[config.mk]
export PLATFORM = sky130hd
export DESIGN_NAME = acc_cpu
export DESIGN_NICKNAME = d
export VERILOG_FILES = /design/src/rtl/acc_cpu.sv
export SDC_FILE = /design/constraint.sdc
export NUM_CORES = 1
export LEC_CHECK = 0
export ABC_AREA = 1
export CAP_MARGIN = 5
export CORE_MARGIN = 2
export CORE_UTILIZATION = 55
export CTS_CLUSTER_SIZE = 20
export DETAILED_ROUTE_END_ITERATION = 16
export PLACE_DENSITY = 0.87
export SYNTH_ARGS = -nofsm -noshare
export SYNTH_HDL_FRONTEND = slang
export SYNTH_SLANG_ARGS = --single-unit
[constraint.sdc]
create_clock -name clk -period 2.05 [get_ports clk]
set_input_delay 0.41 -clock clk [delete_from_list [all_inputs] [get_ports clk]]
set_output_delay 0.41 -clock clk [all_outputs]
set_load 0.05 [all_outputs]
[src/rtl/acc_cpu.sv]
module acc_cpu #(
  parameter int DW = 16,
  parameter int AW = 12,
  parameter logic [AW-1:0] VEC = 12'h800
) (
  input  logic          clk,
  input  logic          rst_n,
  input  logic          irq,
  input  logic [DW-1:0] mem_rdata,
  output logic [AW-1:0] mem_addr,
  output logic [DW-1:0] mem_wdata,
  output logic          mem_we,
  output logic          irq_ack,
  output logic          ovf
);
  localparam int OPW = DW - AW;
  localparam logic [OPW-1:0] OP_LD  = 4'b0001;
  localparam logic [OPW-1:0] OP_ST  = 4'b0010;
  localparam logic [OPW-1:0] OP_ADD = 4'b0101;
  localparam logic [OPW-1:0] OP_EI  = 4'b1110;
  localparam logic [OPW-1:0] OP_RET = 4'b1111;

  typedef enum logic [3:0] {
    S_F1, S_F2, S_F3, S_DEC, S_OP1, S_OP2, S_EXE, S_WB, S_INT
  } st_t;

  st_t st;
  logic [AW-1:0] pc, mar, spc;
  logic [DW-1:0] ir, mbr, ac, sac, sum;
  logic ie;
  logic [OPW-1:0] op;

  assign op        = ir[DW-1:AW];
  assign sum       = ac + mbr;
  assign mem_addr  = mar;
  assign mem_wdata = mbr;
  assign mem_we    = (st == S_WB);
  assign irq_ack   = (st == S_INT) && irq && ie;

  always_ff @(posedge clk) begin
    if (!rst_n) begin
      st  <= S_F1;
      pc  <= '0;
      mar <= '0;
      spc <= '0;
      ir  <= '0;
      mbr <= '0;
      ac  <= '0;
      sac <= '0;
      ie  <= 1'b0;
      ovf <= 1'b0;
    end else begin
      case (st)
        S_F1: begin
          mar <= pc;
          st  <= S_F2;
        end
        S_F2: st <= S_F3;
        S_F3: begin
          mbr <= mem_rdata;
          ir  <= mem_rdata;
          pc  <= pc + 1'b1;
          st  <= S_DEC;
        end
        S_DEC: begin
          mar <= ir[AW-1:0];
          st  <= (op == OP_LD || op == OP_ADD) ? S_OP1 : S_EXE;
        end
        S_OP1: st <= S_OP2;
        S_OP2: begin
          mbr <= mem_rdata;
          st  <= S_EXE;
        end
        S_EXE: begin
          st <= S_INT;
          case (op)
            OP_LD: ac <= mbr;
            OP_ADD: begin
              ac  <= sum;
              ovf <= (ac[DW-1] == mbr[DW-1]) && (sum[DW-1] != ac[DW-1]);
            end
            OP_ST: begin
              mbr <= ac;
              st  <= S_WB;
            end
            OP_EI: ie <= 1'b1;
            OP_RET: begin
              pc <= spc;
              ac <= sac;
              ie <= 1'b1;
            end
            default: ;
          endcase
        end
        S_WB: st <= S_INT;
        S_INT: begin
          if (irq && ie) begin
            spc <= pc;
            sac <= ac;
            pc  <= VEC;
            ie  <= 1'b0;
          end
          st <= S_F1;
        end
        default: st <= S_F1;
      endcase
    end
  end

  p_pc_step_r2: assert property (@(posedge clk) disable iff (!rst_n)
    (st == S_F3) |=> (pc == $past(pc) + 1'b1));

  p_we_single_r4: assert property (@(posedge clk) disable iff (!rst_n)
    mem_we |=> !mem_we);

  p_wdata_ac_r4: assert property (@(posedge clk) disable iff (!rst_n)
    mem_we |-> (mem_wdata == ac));

  p_vector_r8: assert property (@(posedge clk) disable iff (!rst_n)
    irq_ack |=> (pc == VEC && !ie && spc == $past(pc) && sac == $past(ac)));

  p_ack_pulse_r8: assert property (@(posedge clk) disable iff (!rst_n)
    irq_ack |=> !irq_ack);

  p_masked_r9: assert property (@(posedge clk) disable iff (!rst_n)
    (st == S_INT && !ie) |=> (pc == $past(pc)));

  p_return_r10: assert property (@(posedge clk) disable iff (!rst_n)
    (st == S_EXE && op == OP_RET) |=> (pc == $past(spc) && ac == $past(sac) && ie));
endmodule

* Yosys cells after proc, flatten, opt, wreduce, memory -nomap -nowiden
Cells that the tools add are included.
** Storage, ports and cells
- Register bits :: 106
- Output and inout port bits :: 31
- Word-level logic and storage cells :: 63
** Operators by class
- Add/subtract/negate cells :: 2
- Eq/ne operators :: 19
- Muxes and demuxes :: 13
- Reduce and logical (&&, ||, !) cells :: 19
** Operator list (number)
- one-hot mux 16 bit (3 select lines) :: 1
- one-hot mux 12 bit (3 select lines) :: 1
- one-hot mux 16 bit (2 select lines) :: 1
- one-hot mux 4 bit (8 select lines) :: 1
- 2-to-1 mux 12 bit :: 2
- one-hot mux 12 bit (2 select lines) :: 1
- equality test 4 x 3 -> 1 bit, second input constant :: 5
- adder 16 bit :: 1
- 2-to-1 mux 16 bit :: 1
- adder 12 x 1 -> 12 bit, second input constant :: 1
- equality test 4 x 2 -> 1 bit, second input constant :: 3
- equality test 4 bit, second input constant :: 3
- equality test 4 x 1 -> 1 bit, second input constant :: 2
- AND reduction 2 bit :: 4
- AND reduction 3 bit :: 2
- nonzero test 2 bit :: 3
- nonzero test 3 bit :: 2
- logical AND 1 bit :: 4
- zero test 4 bit :: 1
- 2-to-1 mux 4 bit :: 1
- != test 2 x 1 -> 1 bit, second input constant :: 2
- != test 2 bit, second input constant :: 2
- OR reduction 2 bit :: 2
- 2-to-1 mux 1 bit :: 2
- other kinds (5) :: 5

* Longest topological paths before layout
- Word-level depth :: 4
- Gate-level depth with buffers :: 12
- Depth with buffers taken out :: 11

* Least setup slack after synthesis
No wires, ideal clock.
- Path type :: reg-to-reg
- Start :: register mbr[0] (netlist: mem_wdata[0])
- End :: register ac[8]
- Setup time :: 0.119 ns
- Arrival time :: 1.999 ns
- Data required time :: 1.931 ns
- Slack :: -0.068 ns
- Stages on the path, launching flop included :: 11
- Buffers on the path :: 0
- Clock period less this slack :: 2.118 ns
- Path through :: dfxtp_1 -> ha_1 -> inv_1 -> fa_1 -> inv_1 -> nand3_1 -> nand3_1 -> a21oi_1 -> or2_2 -> nand3_1 -> a21oi_1
** On the way
- Longest elaborated chain between the ends :: 2
** RTL lines
- start, declared :: RTL line 29 : logic [DW-1:0] ir, mbr, ac, sac, sum;
- start signal, assigned :: RTL line 60 : mbr <= mem_rdata;
- start signal, assigned :: RTL line 71 : mbr <= mem_rdata;
- adder 16 bit :: RTL line 34 : assign sum = ac + mbr;
- one-hot mux 16 bit (3 select lines) :: RTL line 76 : case (op)
- end signal, assigned :: RTL line 77 : OP_LD: ac <= mbr;
- end signal, assigned :: RTL line 79 : ac <= sum;
- end, declared :: RTL line 29
No other way between the ends.
A chain may end at the register's enable or synchronous reset.

* Worst setup path in the final report
- Start :: register mar[6] (netlist: mem_addr[6])
- End :: output mem_addr[6]
** RTL lines
- start, declared :: RTL line 28 : logic [AW-1:0] pc, mar, spc;
- start signal, assigned :: RTL line 55 : mar <= pc;
- start signal, assigned :: RTL line 66 : mar <= ir[AW-1:0];
- end, declared :: RTL line 10 : output logic [AW-1:0] mem_addr,
No word-level cell between the ends.

==> flow_metrics.tcl <==
set metrics [dict create \
    hold_viol 0 \
    vias 5370 \
    tns_ns 0 \
    post-synth-top-area-cell "dfxtp_1" \
    fin_skew_ns 0.00877 \
    grt_pass1_wl_um 23500 \
    synth.most_common_cell "nand2_1" \
    ys_seq_elements 106 \
    reg2regPathDepth 10 \
    drive_gt1_frac 0.0749 \
    grt_start_max_net_pins 84 \
    min_to "sac[5]" \
    period_needed_ns 1.97 \
    period_share 0.960 \
    synth_top_family_by_area "simple AND/OR/NAND/NOR gates" \
    drc 0 \
    reg2reg_from "ac[0]" \
    io_pins 50 \
    yosysWarnings 0 \
    drtAntennaViolNets 0 \
    die_x_um 104 \
    critPathTopFamily "buffers and inverters" \
    cts.sink_count 106 \
    ys_types 37 \
    syn2layout_area_growth_pct 15.4 \
    hold_path_depth 2 \
    numCtsBuffers 9 \
    synth_compound_area_frac 0.231 \
    clkSlewWorstSetupHoldPaths_ns 0.10 \
    synth_edf_count 0 \
    drt_iter0_drc 352 \
    synth_cells 799 \
    leakagePower_uw 0.00282 \
    synth_flop_cell "dfxtp_1" \
    worstPathMaxFanout 2 \
    grt_usage 0.262 \
    slew_violations 0 \
    critPathCaptureType "output port" \
    die_area_um2 10800 \
    cp_cell_sequence "clkdlybuf4s50_1" \
    fin_area_um2 6330 \
    synthXorXnorAreaFrac 0.00479 \
    htree_num_levels 3 \
    die-height_um 104 \
    avgSynthCellArea_um2 6.86 \
    synthArstFlopShare 0 \
    worst_skew_pair.late_latency_ns 0.37 \
    crit_type "flop to output port" \
    layout.cells.non_filler 974 \
    place_congestion 0.860 \
    relSlewSlack 0.655 \
    synth_fp_nets 835 \
    yosysSeqAreaShare 0.387 \
    drtPass1Iterations 5 \
    drv_cap 0 \
    place_area_um2 6080 \
    arrival_ns 1.56 \
    peakVddDrop_mv 0.522 \
    antenna_found_initial 0 \
    start_kind "flop" \
    cts_buffer_depth 2 \
    hold_path.class "flop to flop" \
    status "complete, no violations" \
    powerDensity_nw_per_um2 1160 \
    rows 36 \
    io_buffers 49 \
    ctsHoldBuffers 0 \
    max_freq_mhz 508 \
    cts.root.buffer_cell "clkbuf_8" \
    antennaDiodeCount 0 \
    cpPeakStageDelay_ns 0.82 \
    vias_per_cell 5.51 \
    core_um2 9730 \
    yosysTopAreaCellShare 0.387 \
    routedWlPerCell_um 14.1 \
    r2r_end "ac[8]" \
    worstPathRequired_ns 1.64 \
    setup_viol 0 \
    tritoncts "built" \
    synth_fa_ha_area_frac 0.0402 \
    crit_buf_inv 1 \
    hp-start "sac[5]" \
    critPathSlowestCell "clkdlybuf4s50_1" \
    hpwl_um 9600 \
    yosys.area_share.simple 0.238 \
    syn-cell-area_um2 5480 \
    nets 872 \
    rsz0062_at_grt "false" \
    synth_common_cells "nand2_1 (156), dfxtp_1 (106), nor2_1 (90)" \
    grt-ovfl-total 0 \
    nFillCells 876 \
    synth_area_leaders "dfxtp_1 (39%), nand2_1 (11%), a21oi_1 (7.6%)" \
    reg2reg_slack_ns 0.17 \
    grt_pass1_vias 4993 \
    floorplan.initialDensity 0.563 \
    tightest_slew_ns 0.516 \
    synthMuxAreaShare 0 \
    drt-total-wl_um 13700 \
    dp_cells 958 \
]
-- logic make-up after synthesis --
family	after synthesis
and+or+nand+nor	312
buffers and inverters	132
adders and majority gates	17
AOI/OAI and AO/OA	229
DFF	106
xor gates and xnor gates	3
-- where the power goes --
group | leakage [µW] | switching [µW] | internal, µW
Combinational | 0.00185 | 2040 | 983
Clock | 0.000114 | 737 | 726
Sequential | 0.000862 | 369 | 2480
-- cells in the final DEF, fill, tap and decap left out, drive strengths merged --
cell	n
xor2	2
o21ai	100
clkdlybuf4s50	31
nand4	4
nand2	160
xnor2	1
nand3b	3
o41ai	1
inv	95
o22ai	4
a31oi	20
nor3	8
a211oi	4
clkinvlp	1
buf	18
nor2	95
or2	6
a21oi	84
dfxtp	106
clkbuf	10
fa	1
dlymetal6s2s	9
ha	16
a32oi	1
o211ai	1
a221oi	12
dlygate4sd2	6
bufinv	2
clkinv	2
o21a	2
nand3	36
-- worst min-delay path, stage by stage, from the launching register on --
cell,delay [ns]
dfxtp_1,0.31
inv_1,0.05
a21oi_1,0.05
-- worst max path at each step --
stage / end / depth (start not counted) / from
2_1_floorplan: ac[8] / 9 / mem_wdata[1]
3_3_place_gp: sac[0] / 6 / irq
3_5_place_dp: sac[0] / 6 / irq
4_1_cts: mem_wdata[8] / 1 / mem_wdata[8]
5_1_grt: ac[8] / 10 / ac[0]
6_report: mem_addr[6] / 1 / mem_addr[6]
-- stage by stage --
stage | power, µW | hold WS [ns] | util | setup WS (ns)
2_1_floorplan | 5090 | 0.425 | - | 0.00482
3_3_place_gp | 5880 | 0.434 | 0.625 | 0.176
3_5_place_dp | 5930 | 0.436 | 0.625 | 0.110
4_1_cts | 7340 | 0.452 | 0.647 | 0.000296
5_1_grt | 7800 | 0.476 | 0.650 | 0.0243
6_report | 7340 | 0.452 | 0.650 | 0.0822
-- registers in the layout, indices dropped and copies added, names as in the netlist --
signal and cells:
st 4, pc 12, ie 1, mem_addr 12, sac 16, mem_wdata 16, ir 16, ovf 1
ac 16, spc 12
-- per-layer routing --
layer / routed length (µm) / GRT usage
met1: 6110 / 0.347
met2: 6600 / 0.435
met3: 791 / 0.0453
met4: 218 / 0.0859
met5: 0 / 0
-- repair_timing --
action                     CTS  global route
pin swaps                    0             0
setup buffers                0             0
gates resized for setup      6            11
setup endpoints to repair    6            11
cloned                       0             0
-- area by class of cell --
cell class | count | area [µm²] | share of cell area
sequential | 106 | 2120 | 0.336
multi-input combinational | 561 | 2820 | 0.446
tap | 133 | 166 | 0.0263
clock buffer | 10 | 138 | 0.0218
timing repair buffer | 64 | 633 | 0.100
clock inverter | 6 | 88.8 | 0.0140
inverter | 94 | 353 | 0.0558
No activity file was read; power rests on OpenSTA's default activity.
